**config.mk**
```make
export PLATFORM = sky130hd
export DESIGN_NAME = nor_seq
export DESIGN_NICKNAME = d
export VERILOG_FILES = /design/src/rtl/nor_seq_pkg.sv /design/src/rtl/nor_seq_ctrl.sv /design/src/rtl/nor_seq_dp.sv /design/src/rtl/nor_seq.sv
export SDC_FILE = /design/constraint.sdc
export NUM_CORES = 1
export LEC_CHECK = 0
export ABC_AREA = 1
export BUFFER_PORTS_ARGS = -buffer_cell sky130_fd_sc_hd__buf_4
export CAP_MARGIN = 40
export CELL_PAD_IN_SITES_DETAIL_PLACEMENT = 0
export CELL_PAD_IN_SITES_GLOBAL_PLACEMENT = 1
export CORE_MARGIN = 4
export CORE_UTILIZATION = 38
export DETAILED_ROUTE_END_ITERATION = 8
export GPL_TIMING_DRIVEN = 1
export PLACE_DENSITY_LB_ADDON = 0.1
export SYNTH_ARGS = -nofsm -noshare
export SYNTH_HDL_FRONTEND = slang
export SYNTH_HIERARCHICAL = 1
export SYNTH_SLANG_ARGS = --single-unit
```
**constraint.sdc**
```tcl
create_clock -name clk -period 2.8 [get_ports clk]
set_clock_uncertainty 0.05 [all_clocks]
set_input_delay 0.7 -clock clk [delete_from_list [all_inputs] [get_ports clk]]
set_output_delay 0.7 -clock clk [all_outputs]
set_load 0.02 [all_outputs]
```
**src/rtl/nor_seq_pkg.sv**
```systemverilog
package nor_seq_pkg;

  localparam logic [7:0] CMD_CLEAR   = 8'h50;
  localparam logic [7:0] CMD_ESETUP  = 8'h20;
  localparam logic [7:0] CMD_CONFIRM = 8'hD0;
  localparam logic [7:0] CMD_PROG    = 8'h40;
  localparam logic [7:0] CMD_SUSPEND = 8'hB0;
  localparam logic [7:0] CMD_READARR = 8'hFF;

  localparam logic [1:0] RES_OK    = 2'd0;
  localparam logic [1:0] RES_TOUT  = 2'd1;
  localparam logic [1:0] RES_DIRTY = 2'd2;
  localparam logic [1:0] RES_SKIP  = 2'd3;

  typedef enum logic [3:0] {
    S_IDLE, S_SKIP, S_ECLR, S_ESETUP, S_ECONF, S_SETTLE,
    S_POLLRD, S_POLLCHK, S_SUSP, S_RESTORE,
    S_PRERD, S_PRECHK, S_PCMD, S_PDATA
  } seqState_t;

  typedef struct packed {
    logic       we;
    logic       re;
    logic       selData;
    logic [7:0] cmd;
    logic       loadSettle;
    logic       loadErase;
    logic       loadProg;
    logic       tick;
    logic       finish;
    logic [1:0] res;
  } seqStrobe_t;

endpackage

```
**src/rtl/nor_seq_ctrl.sv**
```systemverilog
module nor_seq_ctrl
  import nor_seq_pkg::*;
(
  input  logic       clk,
  input  logic       rstN,
  input  logic       reqValid,
  input  logic       reqOp,
  input  logic       reqProt,
  input  logic       doneBusy,
  input  logic       ready,
  input  logic       notErased,
  input  logic       timerZero,
  output logic       accept,
  output logic       active,
  output seqStrobe_t st
);

  seqState_t state, nextState;
  logic opProgQ;
  logic [1:0] resQ, resN;

  assign accept = (state == S_IDLE) && reqValid && !doneBusy;
  assign active = (state != S_IDLE);

  always_ff @(posedge clk) begin
    if (!rstN) begin
      state   <= S_IDLE;
      opProgQ <= 1'b0;
      resQ    <= RES_OK;
    end else begin
      state <= nextState;
      resQ  <= resN;
      if (accept) opProgQ <= reqOp;
    end
  end

  always_comb begin
    st        = '0;
    nextState = state;
    resN      = resQ;
    unique case (state)
      S_IDLE: begin
        if (accept) begin
          if (reqOp) nextState = S_PRERD;
          else       nextState = reqProt ? S_SKIP : S_ECLR;
        end
      end
      S_SKIP: begin
        st.finish = 1'b1;
        st.res    = RES_SKIP;
        nextState = S_IDLE;
      end
      S_ECLR: begin
        st.we = 1'b1; st.cmd = CMD_CLEAR;
        nextState = S_ESETUP;
      end
      S_ESETUP: begin
        st.we = 1'b1; st.cmd = CMD_ESETUP;
        nextState = S_ECONF;
      end
      S_ECONF: begin
        st.we = 1'b1; st.cmd = CMD_CONFIRM;
        st.loadSettle = 1'b1;
        nextState = S_SETTLE;
      end
      S_SETTLE: begin
        if (timerZero) begin
          st.loadErase = 1'b1;
          nextState = S_POLLRD;
        end else begin
          st.tick = 1'b1;
        end
      end
      S_POLLRD: begin
        st.re = 1'b1; st.tick = 1'b1;
        nextState = S_POLLCHK;
      end
      S_POLLCHK: begin
        st.tick = 1'b1;
        if (ready) begin
          resN = RES_OK;
          nextState = S_RESTORE;
        end else if (timerZero) begin
          resN = RES_TOUT;
          nextState = opProgQ ? S_RESTORE : S_SUSP;
        end else begin
          nextState = S_POLLRD;
        end
      end
      S_SUSP: begin
        st.we = 1'b1; st.cmd = CMD_SUSPEND;
        nextState = S_RESTORE;
      end
      S_RESTORE: begin
        st.we = 1'b1; st.cmd = CMD_READARR;
        st.finish = 1'b1;
        st.res = resQ;
        nextState = S_IDLE;
      end
      S_PRERD: begin
        st.re = 1'b1;
        nextState = S_PRECHK;
      end
      S_PRECHK: begin
        if (notErased) begin
          st.finish = 1'b1;
          st.res = RES_DIRTY;
          nextState = S_IDLE;
        end else begin
          nextState = S_PCMD;
        end
      end
      S_PCMD: begin
        st.we = 1'b1; st.cmd = CMD_PROG;
        nextState = S_PDATA;
      end
      S_PDATA: begin
        st.we = 1'b1; st.selData = 1'b1;
        st.loadProg = 1'b1;
        nextState = S_POLLRD;
      end
      default: nextState = S_IDLE;
    endcase
  end

endmodule

```
**src/rtl/nor_seq_dp.sv**
```systemverilog
module nor_seq_dp
  import nor_seq_pkg::*;
#(
  parameter int AW           = 16,
  parameter int SECT_BITS    = 8,
  parameter int ERASE_SETTLE = 125000,
  parameter int ERASE_TOUT   = 1000000,
  parameter int PROG_TOUT    = 20000
) (
  input  logic          clk,
  input  logic          rstN,
  input  logic          accept,
  input  logic          active,
  input  seqStrobe_t    st,
  input  logic          reqOp,
  input  logic [AW-1:0] reqAddr,
  input  logic [7:0]    reqData,
  input  logic [7:0]    flRdata,
  output logic          ready,
  output logic          notErased,
  output logic          timerZero,
  output logic          doneQ,
  output logic          busy,
  output logic [1:0]    result,
  output logic [AW-1:0] flAddr,
  output logic [7:0]    flWdata,
  output logic          flWe,
  output logic          flRe
);

  localparam int MAXCNT = (ERASE_SETTLE > ERASE_TOUT) ?
                          ((ERASE_SETTLE > PROG_TOUT) ? ERASE_SETTLE : PROG_TOUT) :
                          ((ERASE_TOUT > PROG_TOUT) ? ERASE_TOUT : PROG_TOUT);
  localparam int TW = $clog2(MAXCNT + 1) + 1;
  localparam logic [AW-1:0] SECT_MASK = ~((AW'(1) << SECT_BITS) - AW'(1));

  logic [AW-1:0] addrQ;
  logic [7:0]    dataQ;
  logic [TW-1:0] timer;
  logic [1:0]    resultQ;

  always_ff @(posedge clk) begin
    if (!rstN) begin
      addrQ   <= '0;
      dataQ   <= '0;
      timer   <= '0;
      doneQ   <= 1'b0;
      resultQ <= RES_OK;
    end else begin
      if (accept) begin
        addrQ <= reqOp ? reqAddr : (reqAddr & SECT_MASK);
        dataQ <= reqData;
      end
      if (st.loadSettle)      timer <= TW'(ERASE_SETTLE);
      else if (st.loadErase)  timer <= TW'(ERASE_TOUT);
      else if (st.loadProg)   timer <= TW'(PROG_TOUT);
      else if (st.tick && timer != '0) timer <= timer - TW'(1);
      doneQ <= st.finish;
      if (st.finish) resultQ <= st.res;
    end
  end

  assign timerZero = (timer == '0);
  assign ready     = flRdata[7];
  assign notErased = ((flRdata & dataQ) != dataQ);
  assign busy      = active || doneQ;
  assign result    = resultQ;
  assign flAddr    = addrQ;
  assign flWdata   = st.selData ? dataQ : st.cmd;
  assign flWe      = st.we;
  assign flRe      = st.re;

endmodule

```
**src/rtl/nor_seq.sv**
```systemverilog
module nor_seq
  import nor_seq_pkg::*;
#(
  parameter int AW           = 16,
  parameter int SECT_BITS    = 8,
  parameter int ERASE_SETTLE = 125000,
  parameter int ERASE_TOUT   = 1000000,
  parameter int PROG_TOUT    = 20000
) (
  input  logic          clk,
  input  logic          rstN,
  input  logic          reqValid,
  input  logic          reqOp,
  input  logic [AW-1:0] reqAddr,
  input  logic [7:0]    reqData,
  input  logic          reqProt,
  output logic          busy,
  output logic          done,
  output logic [1:0]    result,
  output logic [AW-1:0] flAddr,
  output logic [7:0]    flWdata,
  input  logic [7:0]    flRdata,
  output logic          flWe,
  output logic          flRe
);

  seqStrobe_t st;
  logic accept, active, ready, notErased, timerZero, doneQ;

  nor_seq_ctrl u_ctrl (
    .clk(clk), .rstN(rstN), .reqValid(reqValid), .reqOp(reqOp),
    .reqProt(reqProt), .doneBusy(doneQ), .ready(ready),
    .notErased(notErased), .timerZero(timerZero),
    .accept(accept), .active(active), .st(st)
  );

  nor_seq_dp #(
    .AW(AW), .SECT_BITS(SECT_BITS), .ERASE_SETTLE(ERASE_SETTLE),
    .ERASE_TOUT(ERASE_TOUT), .PROG_TOUT(PROG_TOUT)
  ) u_dp (
    .clk(clk), .rstN(rstN), .accept(accept), .active(active), .st(st),
    .reqOp(reqOp), .reqAddr(reqAddr), .reqData(reqData), .flRdata(flRdata),
    .ready(ready), .notErased(notErased), .timerZero(timerZero),
    .doneQ(doneQ), .busy(busy), .result(result), .flAddr(flAddr),
    .flWdata(flWdata), .flWe(flWe), .flRe(flRe)
  );

  assign done = doneQ;

endmodule

```
### Word-level counts from Yosys, hierarchy flattened

Index checks and enable logic that the tools add are counted.

* flip-flop bits (word level): 55
* bits of input ports: 37

* muxes and demuxes: 28
* reductions and logical operators: 21
* bitwise logic cells: 2
* add/subtract/negate cells: 1
* eq/ne operators: 16

Operators with widths (count)
* $mux 20: 3
* $pmux 4 s12: 1
* $pmux 8 s6: 1
* $eq 4x4->1 const B: 6
* $mux 4: 6
* $logic_not 21->1: 1
* $reduce_bool 21->1: 1
* $sub 21x1->21 const B: 1
* $mux 17: 1
* $eq 4x3->1 const B: 4
* $mux 8: 2
* $pmux 3 s3: 1
* $and 8x8->8: 1
* $eq 4x2->1 const B: 2
* $mux 1: 8
* $ne 8x8->1: 1
* $reduce_bool 4->1: 2
* $reduce_or 7->1: 1
* $mux 2: 3
* $reduce_or 2->1: 3
* $eq 4x1->1 const B: 1
* $logic_not 4->1: 1
* $ne 2x2->1 const B: 2
* $reduce_and 2->1: 2
* other kinds (10): 13

### Depth between registers and ports, before layout

Gate-level depths: netlist of the first run.

* depth in word-level cells: 8
* gate-level depth with buffers: 15
* depth with buffers taken out: 15

### By module

The synthesis of the first run kept the hierarchy.

By module, submodules not included
* nor_seq_dp: instances 1, area an instance 2492.4 µm², cells each 377
* nor_seq_ctrl: instances 1, area an instance 596.8 µm², cells each 108

### Worst setup path before layout of the first run

Ideal clock, no wire load.

* path type: register to output
* start point: register u_ctrl.state[0]
* end point: output flWdata[2]
* setup slack: 238 ps
* arrival time: 1812 ps
* buffers on the path: 2
* data required time: 2050 ps
* stages on the path, launching flop included: 9
* cells stage by stage: dfxtp_1 inv_1 nor2_2 inv_2 nor2_1 buf_4 buf_1 nor2_1 a21oi_1

RTL lines
* start: declaration: line nor_seq_ctrl.sv:18 `seqState_t state, nextState;`
* start signal: assignment: line nor_seq_ctrl.sv:31 `state <= nextState;`
* end: declaration: line nor_seq.sv:21 `output logic [7:0] flWdata,`

==> metrics.cfg, run 1 <==
[run_status]
outcome=finished, final reports clean

[routing]
drt_iter0_drc=153
wl_mm=8.378
detailroute.via_count=3095
avgRoutedWirePerCell_um=12.93
dr.pass1.iters=4
drc=0
drtAntennaViolNets=0
viasPerCell=4.776

[pwr]
power_density_nw_per_um2=859.4
power_mw=3.213
leakage_nw=1.970
internal_power_mw=1.746
pwr-share-comb_pct=51.5
clkPwrFrac_pct=14.8
ir_drop_v=0.0005510
netSwitchingFraction_pct=45.64
p_sw_mw=1.467
pwr-share-seq_pct=33.7

[logic_synthesis]
synth_seq_cells=54
synth_area_um2=3089
synthTopCellsByArea=dfxtp_1 35%, nor2_1 12%, nand2_1 11%
syn_nets=523
synth_top_area_share_pct=34.99
ys_seq_area_share_pct=34.99
yosysTopAreaCell=dfxtp_1
ys_warn_count=6
synth.avg_cell_area_um2=6.370
ys_types=38
ys_top_cells_by_count=101 x nor2_1, 92 x nand2_1, 62 x inv_1
synth_cells=485
async_flop_share_pct=0
synth_edf_count=0
synthFlopType=dfxtp_1
synth_most_common_cell=nor2_1

[final_layout]
drive_gt1_share_pct=20.88
regArea_um2=1081
area_delta_synth_final_pct=21.02
multi_input_area_um2=1633
diodes=0
fill_cells=854
nets=583

[setup_path]
crit_chain=inv_1 > nor2_2 > inv_2 > nor2_1 > buf_4 > mux2_2 > buf_4
cp_data_arrival_time_ns=1.92
worstSetupPathDepth=7
reg2reg_setup_slack_ns=0.36
cp_top_family=buffers and inverters
worstSetupPathType=reg2out
cp-endpoint=flWdata[5]
slowest_delay_ns=0.44
reg2reg_depth=15
r2r-start=u_dp/timer[0]$_SDFFE_PP0P_
path_buf_inv=4
required_ns=2.05
crit_top_cell=buf_4
cpMaxStageDelayCell=dfxtp_1
cp_max_fo=18
cp-start-kind=flop
regToRegEndpoint=u_dp/timer[12]$_SDFFE_PP0P_
crit_start=u_ctrl/state[0]$_SDFFE_PN0P_
cp-end-kind=output port

[floorplan]
core_area_um2=7807
fp.dieArea_um2=9636
die_y_um=98.17
dieWidth_um=98.17
ioPinCount=67
num_rows=32
start_util_pct=39.57

[placed_design]
dp_hpwl_mm=6.525
io_buffers=66
place_ws_ns=0.2161
routabilityCongestion=0.9215

[sta]
final_max_slew_viol_count=0
relSlewSlack_pct=65.80
clock.fmax_mhz=373.8
tightest_slew_ns=0.5112
grt_setup_unrepaired=false
final_hold_viol_count=0
finalSetupTns_ns=0
post-route-period-util_pct=95.53
finalSetupViolCount=0
period_minus_slack_ns=2.675
setup_slack_ns=0.1251

[clock_network]
clk_pin_slew_ns=0.11
clk-insertion-delay-late_ns=0.32
cts_tree=done
cts_hold_buf=0
numCtsBuffers=5
cts-root-buf=clkbuf_8
cts_setup_buffers=0
cts.path.max_buffers=2
clkSinkCount=54
htree_levels=2

[global_routing]
grt_max_degree=29
grt_pass1_vias=3128
antenna_found_initial=0
grt_pass1_wl_mm=14.52
grt-ovfl-total=0
track_usage_pct=17.92

[min_path]
min_path_type=reg2reg

[flow_run]
cap_violations=0

==> power groups by stage <==
stage,logic [mW],clock network [mW],registers [mW]
floorplan,1.02,0,1.18
global placement,1.66,0,1.09
detailed placement,1.65,0,1.09
CTS,1.66,0.502,1.08
global route,1.87,0.525,1.11
finish,1.65,0.477,1.08
==> routing by layer <==
metal	GRT usage [%]	share of wire (%)
met1	23.30	46
met2	29.95	47
met3	4.429	5.8
met4	4.307	1.0
met5	0	0
==> registers in the layout (all words and copies together), names as in the netlist <==
name,count
u_dp/timer,21
u_ctrl/state,4
u_dp/result,2
u_dp/flAddr,16
u_ctrl/resQ,1
u_dp/dataQ,8
u_ctrl/opProgQ,1
u_dp/doneQ,1
==> final cells by class <==
type                            instances  area share (%)
Multi-Input combinational cell        342           43.67
Sequential cell                        54           28.92
Timing Repair Buffer                   71           14.26
Inverter                               71           7.195
Tap cell                              102           3.414
Clock buffer                            5           1.841
Clock inverter                          3          0.7028
==> tightest hold or removal path: stages (launching register included) <==
cell	delay [ns]
dfxtp_1	0.33
nand2_1	0.07
a21oi_1	0.04
==> cells by family (layout without fill, tap and decap cells) <==
logic type / count (synthesis) / in the layout / share of synthesized area (%)
and+or+nand+nor: 260 / 260 / 37.06
AOI/OAI and AO/OA: 72 / 72 / 12.35
muxes: 4 / 4 / 1.458
buffers and inverters: 89 / 150 / 12.31
adders and majority gates: 1 / 1 / 0.4050
xor gates and xnor gates: 5 / 5 / 1.418
DFF: 54 / 54 / 34.99
==> placed cells by master, fill, tap and decap left out, drive strengths merged <==
master	synthesis	final
xor2	5	5
mux2	4	4
inv	70	72
o21a	1	1
a221oi	2	2
a211oi	1	1
o21ai	34	34
nand3b	2	2
nand2	96	96
buf	11	71
o22ai	2	2
nand3	37	37
a31oi	2	2
clkbuf	7	5
a21oi	30	30
dfxtp	54	54
nor3	6	6
nand4	5	5
nor2	113	113
ha	1	1
or2	1	1
clkinv	1	2
==> stage by stage <==
stage	area [um^2]	hold WS, ns	cells	util, %
final	3739	0.4124	648	47.88
after global routing	3739	0.4537	648	47.88
after floorplan	3089	0.3697	485	-
after global placement	3638	0.3860	640	46.60
after CTS	3734	0.4174	648	47.82
after detailed placement	3638	0.3996	640	46.60
==> worst min path at each step <==
stage | to | startpoint | slack (ns) | cells after the start
2_1_floorplan | u_dp/timer[20]$_SDFFE_PP0P_ | u_dp/timer[20]$_SDFFE_PP0P_ | 0.37 | 2
3_3_place_gp | u_dp/timer[20]$_SDFFE_PP0P_ | u_dp/timer[20]$_SDFFE_PP0P_ | 0.39 | 2
3_5_place_dp | u_dp/timer[20]$_SDFFE_PP0P_ | u_dp/timer[20]$_SDFFE_PP0P_ | 0.40 | 2
4_1_cts | u_dp/timer[20]$_SDFFE_PP0P_ | u_dp/timer[20]$_SDFFE_PP0P_ | 0.42 | 2
5_1_grt | u_dp/timer[20]$_SDFFE_PP0P_ | u_dp/timer[20]$_SDFFE_PP0P_ | 0.45 | 2
6_report | u_dp/timer[20]$_SDFFE_PP0P_ | u_dp/timer[20]$_SDFFE_PP0P_ | 0.41 | 2
==> repair_timing <==
item / CTS / global route
resized for setup: 0 / 1
setup endpoints to repair: 0 / 6
endpoints found under the hold margin: 0 / 0
No activity file was read; power rests on OpenSTA's default activity.
==> inputs of run 2 (changes only) <==
--- a/config.mk
+++ b/config.mk
@@ -10,6 +10,7 @@
 export CAP_MARGIN = 40
 export CELL_PAD_IN_SITES_DETAIL_PLACEMENT = 0
 export CELL_PAD_IN_SITES_GLOBAL_PLACEMENT = 1
+export CORE_ASPECT_RATIO = 0.8
 export CORE_MARGIN = 4
 export CORE_UTILIZATION = 38
 export DETAILED_ROUTE_END_ITERATION = 8
==> run 2 against run 1 <==
  * Register-to-register slack got worse by 0.05 ns
  * First-iteration DRC count rose by 25%
  * Critical path depth fell by 2
  * Global-route usage rose by 0.70 points
  * Die area barely moved
  * Cell count rose by 0.93%
  * Design area rose by 1.0%
  * Clock power rose by 18%
  * Maximum frequency rose by 2.4%
  * Wire length rose by 3.5%
  * Worst hold slack improved by 0.0045 ns
  * Critical path type unchanged
  * Critical endpoint is now flWdata[0]
  * Largest power group unchanged
==> metrics.cfg, run 2 (synthesis results as in run 1) <==
[pwr]
pwr-share-comb_pct=49.6
leakage_nw=1.983
pwr-share-seq_pct=33.3
internal_power_mw=1.854
p_sw_mw=1.438
power_density_nw_per_um2=871.5
ir_drop_v=0.0003979
netSwitchingFraction_pct=43.68
clkPwrFrac_pct=17.1

[placed_design]
placed_cell_area_um2=3646
routabilityCongestion=0.9164
io_buffers=66
dp_cells=646
place_ws_ns=0.1232
dp_hpwl_mm=6.792

[routing]
drtAntennaViolNets=0
drt_iter0_drc=192
drc=0
dr.pass1.iters=5
detailroute.via_count=3122
avgRoutedWirePerCell_um=13.26
wl_mm=8.671
viasPerCell=4.774

[global_routing]
antenna_found_initial=0
grt_pass1_wl_mm=14.19
grt_max_degree=27
grt-ovfl-total=0
track_usage_pct=18.62
grt_pass1_vias=2916

[clock_network]
cts_hold_buf=0
cts-root-buf=clkbuf_8
cts_setup_buffers=0
clkSinkCount=54
cts.path.max_buffers=2
clk-insertion-delay-late_ns=0.31
clk_pin_slew_ns=0.11
numCtsBuffers=5
post_cts_resized=0
htree_levels=2
cts_tree=done

[floorplan]
ioPinCount=67
num_rows=29
core_area_um2=7910
start_util_pct=39.05
dieWidth_um=108.8
die_y_um=88.65
fp.dieArea_um2=9645

[min_path]
holdPathStages=2
min_path_type=reg2reg
worstHoldStart=u_dp/timer[20]$_SDFFE_PP0P_

[sta]
finalSetupViolCount=0
final_max_slew_viol_count=0
tightest_slew_ns=0.5714
final_hold_viol_count=0
post-route-period-util_pct=93.29
relSlewSlack_pct=61.76
grt_setup_unrepaired=false
period_minus_slack_ns=2.612
finalSetupTns_ns=0
clock.fmax_mhz=382.8
setup_slack_ns=0.1878

[final_layout]
diodes=0
final_cell_mix=100 x nor2_1, 92 x nand2_1, 71 x buf_4, 62 x inv_1, 53 x dfxtp_1
final_common_cell=nor2_1
drive_gt1_share_pct=21.25
area_delta_synth_final_pct=22.24
largest_reg_flops=21
nets=583
finalNonFillerCells=654
stdcell_area_um2=3776
top_register=u_dp/timer

[flow_run]
cap_violations=0

[setup_path]
reg2reg_depth=13
slowest_delay_ns=0.53
r2r-start=u_dp/timer[0]$_SDFFE_PP0P_
worstSetupPathDepth=5
cp_top_family=flip-flops
required_ns=2.05
crit_top_cell=buf_4
cp_max_fo=13
cpMaxStageDelayCell=dfxtp_1
cp-start-kind=flop
path_buf_inv=2
reg2reg_setup_slack_ns=0.31
cp_data_arrival_time_ns=1.86
crit_chain=nand2_1 > nor2_1 > buf_4 > mux2_2 > buf_4
crit_start=u_ctrl/state[3]$_SDFFE_PN0P_
worstSetupPathType=reg2out
cp-end-kind=output port

[run_status]
outcome=finished, final reports clean

run 2: metrics by stage:
step / hold slack, ns / power (mW) / utilization, %
4_1_cts: 0.4153 / 3.314 / 47.63
3_5_place_dp: 0.3984 / 2.738 / 46.09
3_3_place_gp: 0.3877 / 2.745 / 46.09
2_1_floorplan: 0.3697 / 2.207 / -
6_report: 0.4169 / 3.291 / 47.74
5_1_grt: 0.4386 / 3.561 / 47.74
run 2: routing by layer:
metal | vias to the layer above | routed length, um | track usage (%)
li1 | 1638 | - | -
met1 | 1388 | 4379 | 26.48
met2 | 92 | 3670 | 29.28
met3 | 4 | 579 | 4.303
met4 | 0 | 40 | 3.096
met5 | - | 0 | 0
run 2: area by class of cell:
class                           instances  area, um^2
Fill cell                             870        4134
Multi-Input combinational cell        342        1635
Sequential cell                        54        1082
Timing Repair Buffer                   71       533.0
Inverter                               71       269.0
Tap cell                              108       135.1
Clock buffer                            6       82.58
Clock inverter                          2       38.79
run 2: power groups by stage:
stage               Combinational [mW]  Clock (mW)  Sequential, mW
floorplan                         1.02           0            1.18
global placement                  1.64           0            1.10
detailed placement                1.63           0            1.11
CTS                               1.64       0.585            1.09
global route                      1.83       0.611            1.12
finish                            1.63       0.562            1.10
run 2: worst paths after layout:
check | end
setup / recovery | flWdata[0]
hold / removal | u_dp/timer[20]$_SDFFE_PP0P_
setup reg to reg | u_dp/timer[19]$_SDFFE_PP0P_
hold reg to reg | u_dp/timer[20]$_SDFFE_PP0P_
run 2: worst min-delay path, cell delays in order, from the launching register on:
cell and delay (ns):
dfxtp_1 0.34, nand2_1 0.06, a21oi_1 0.03
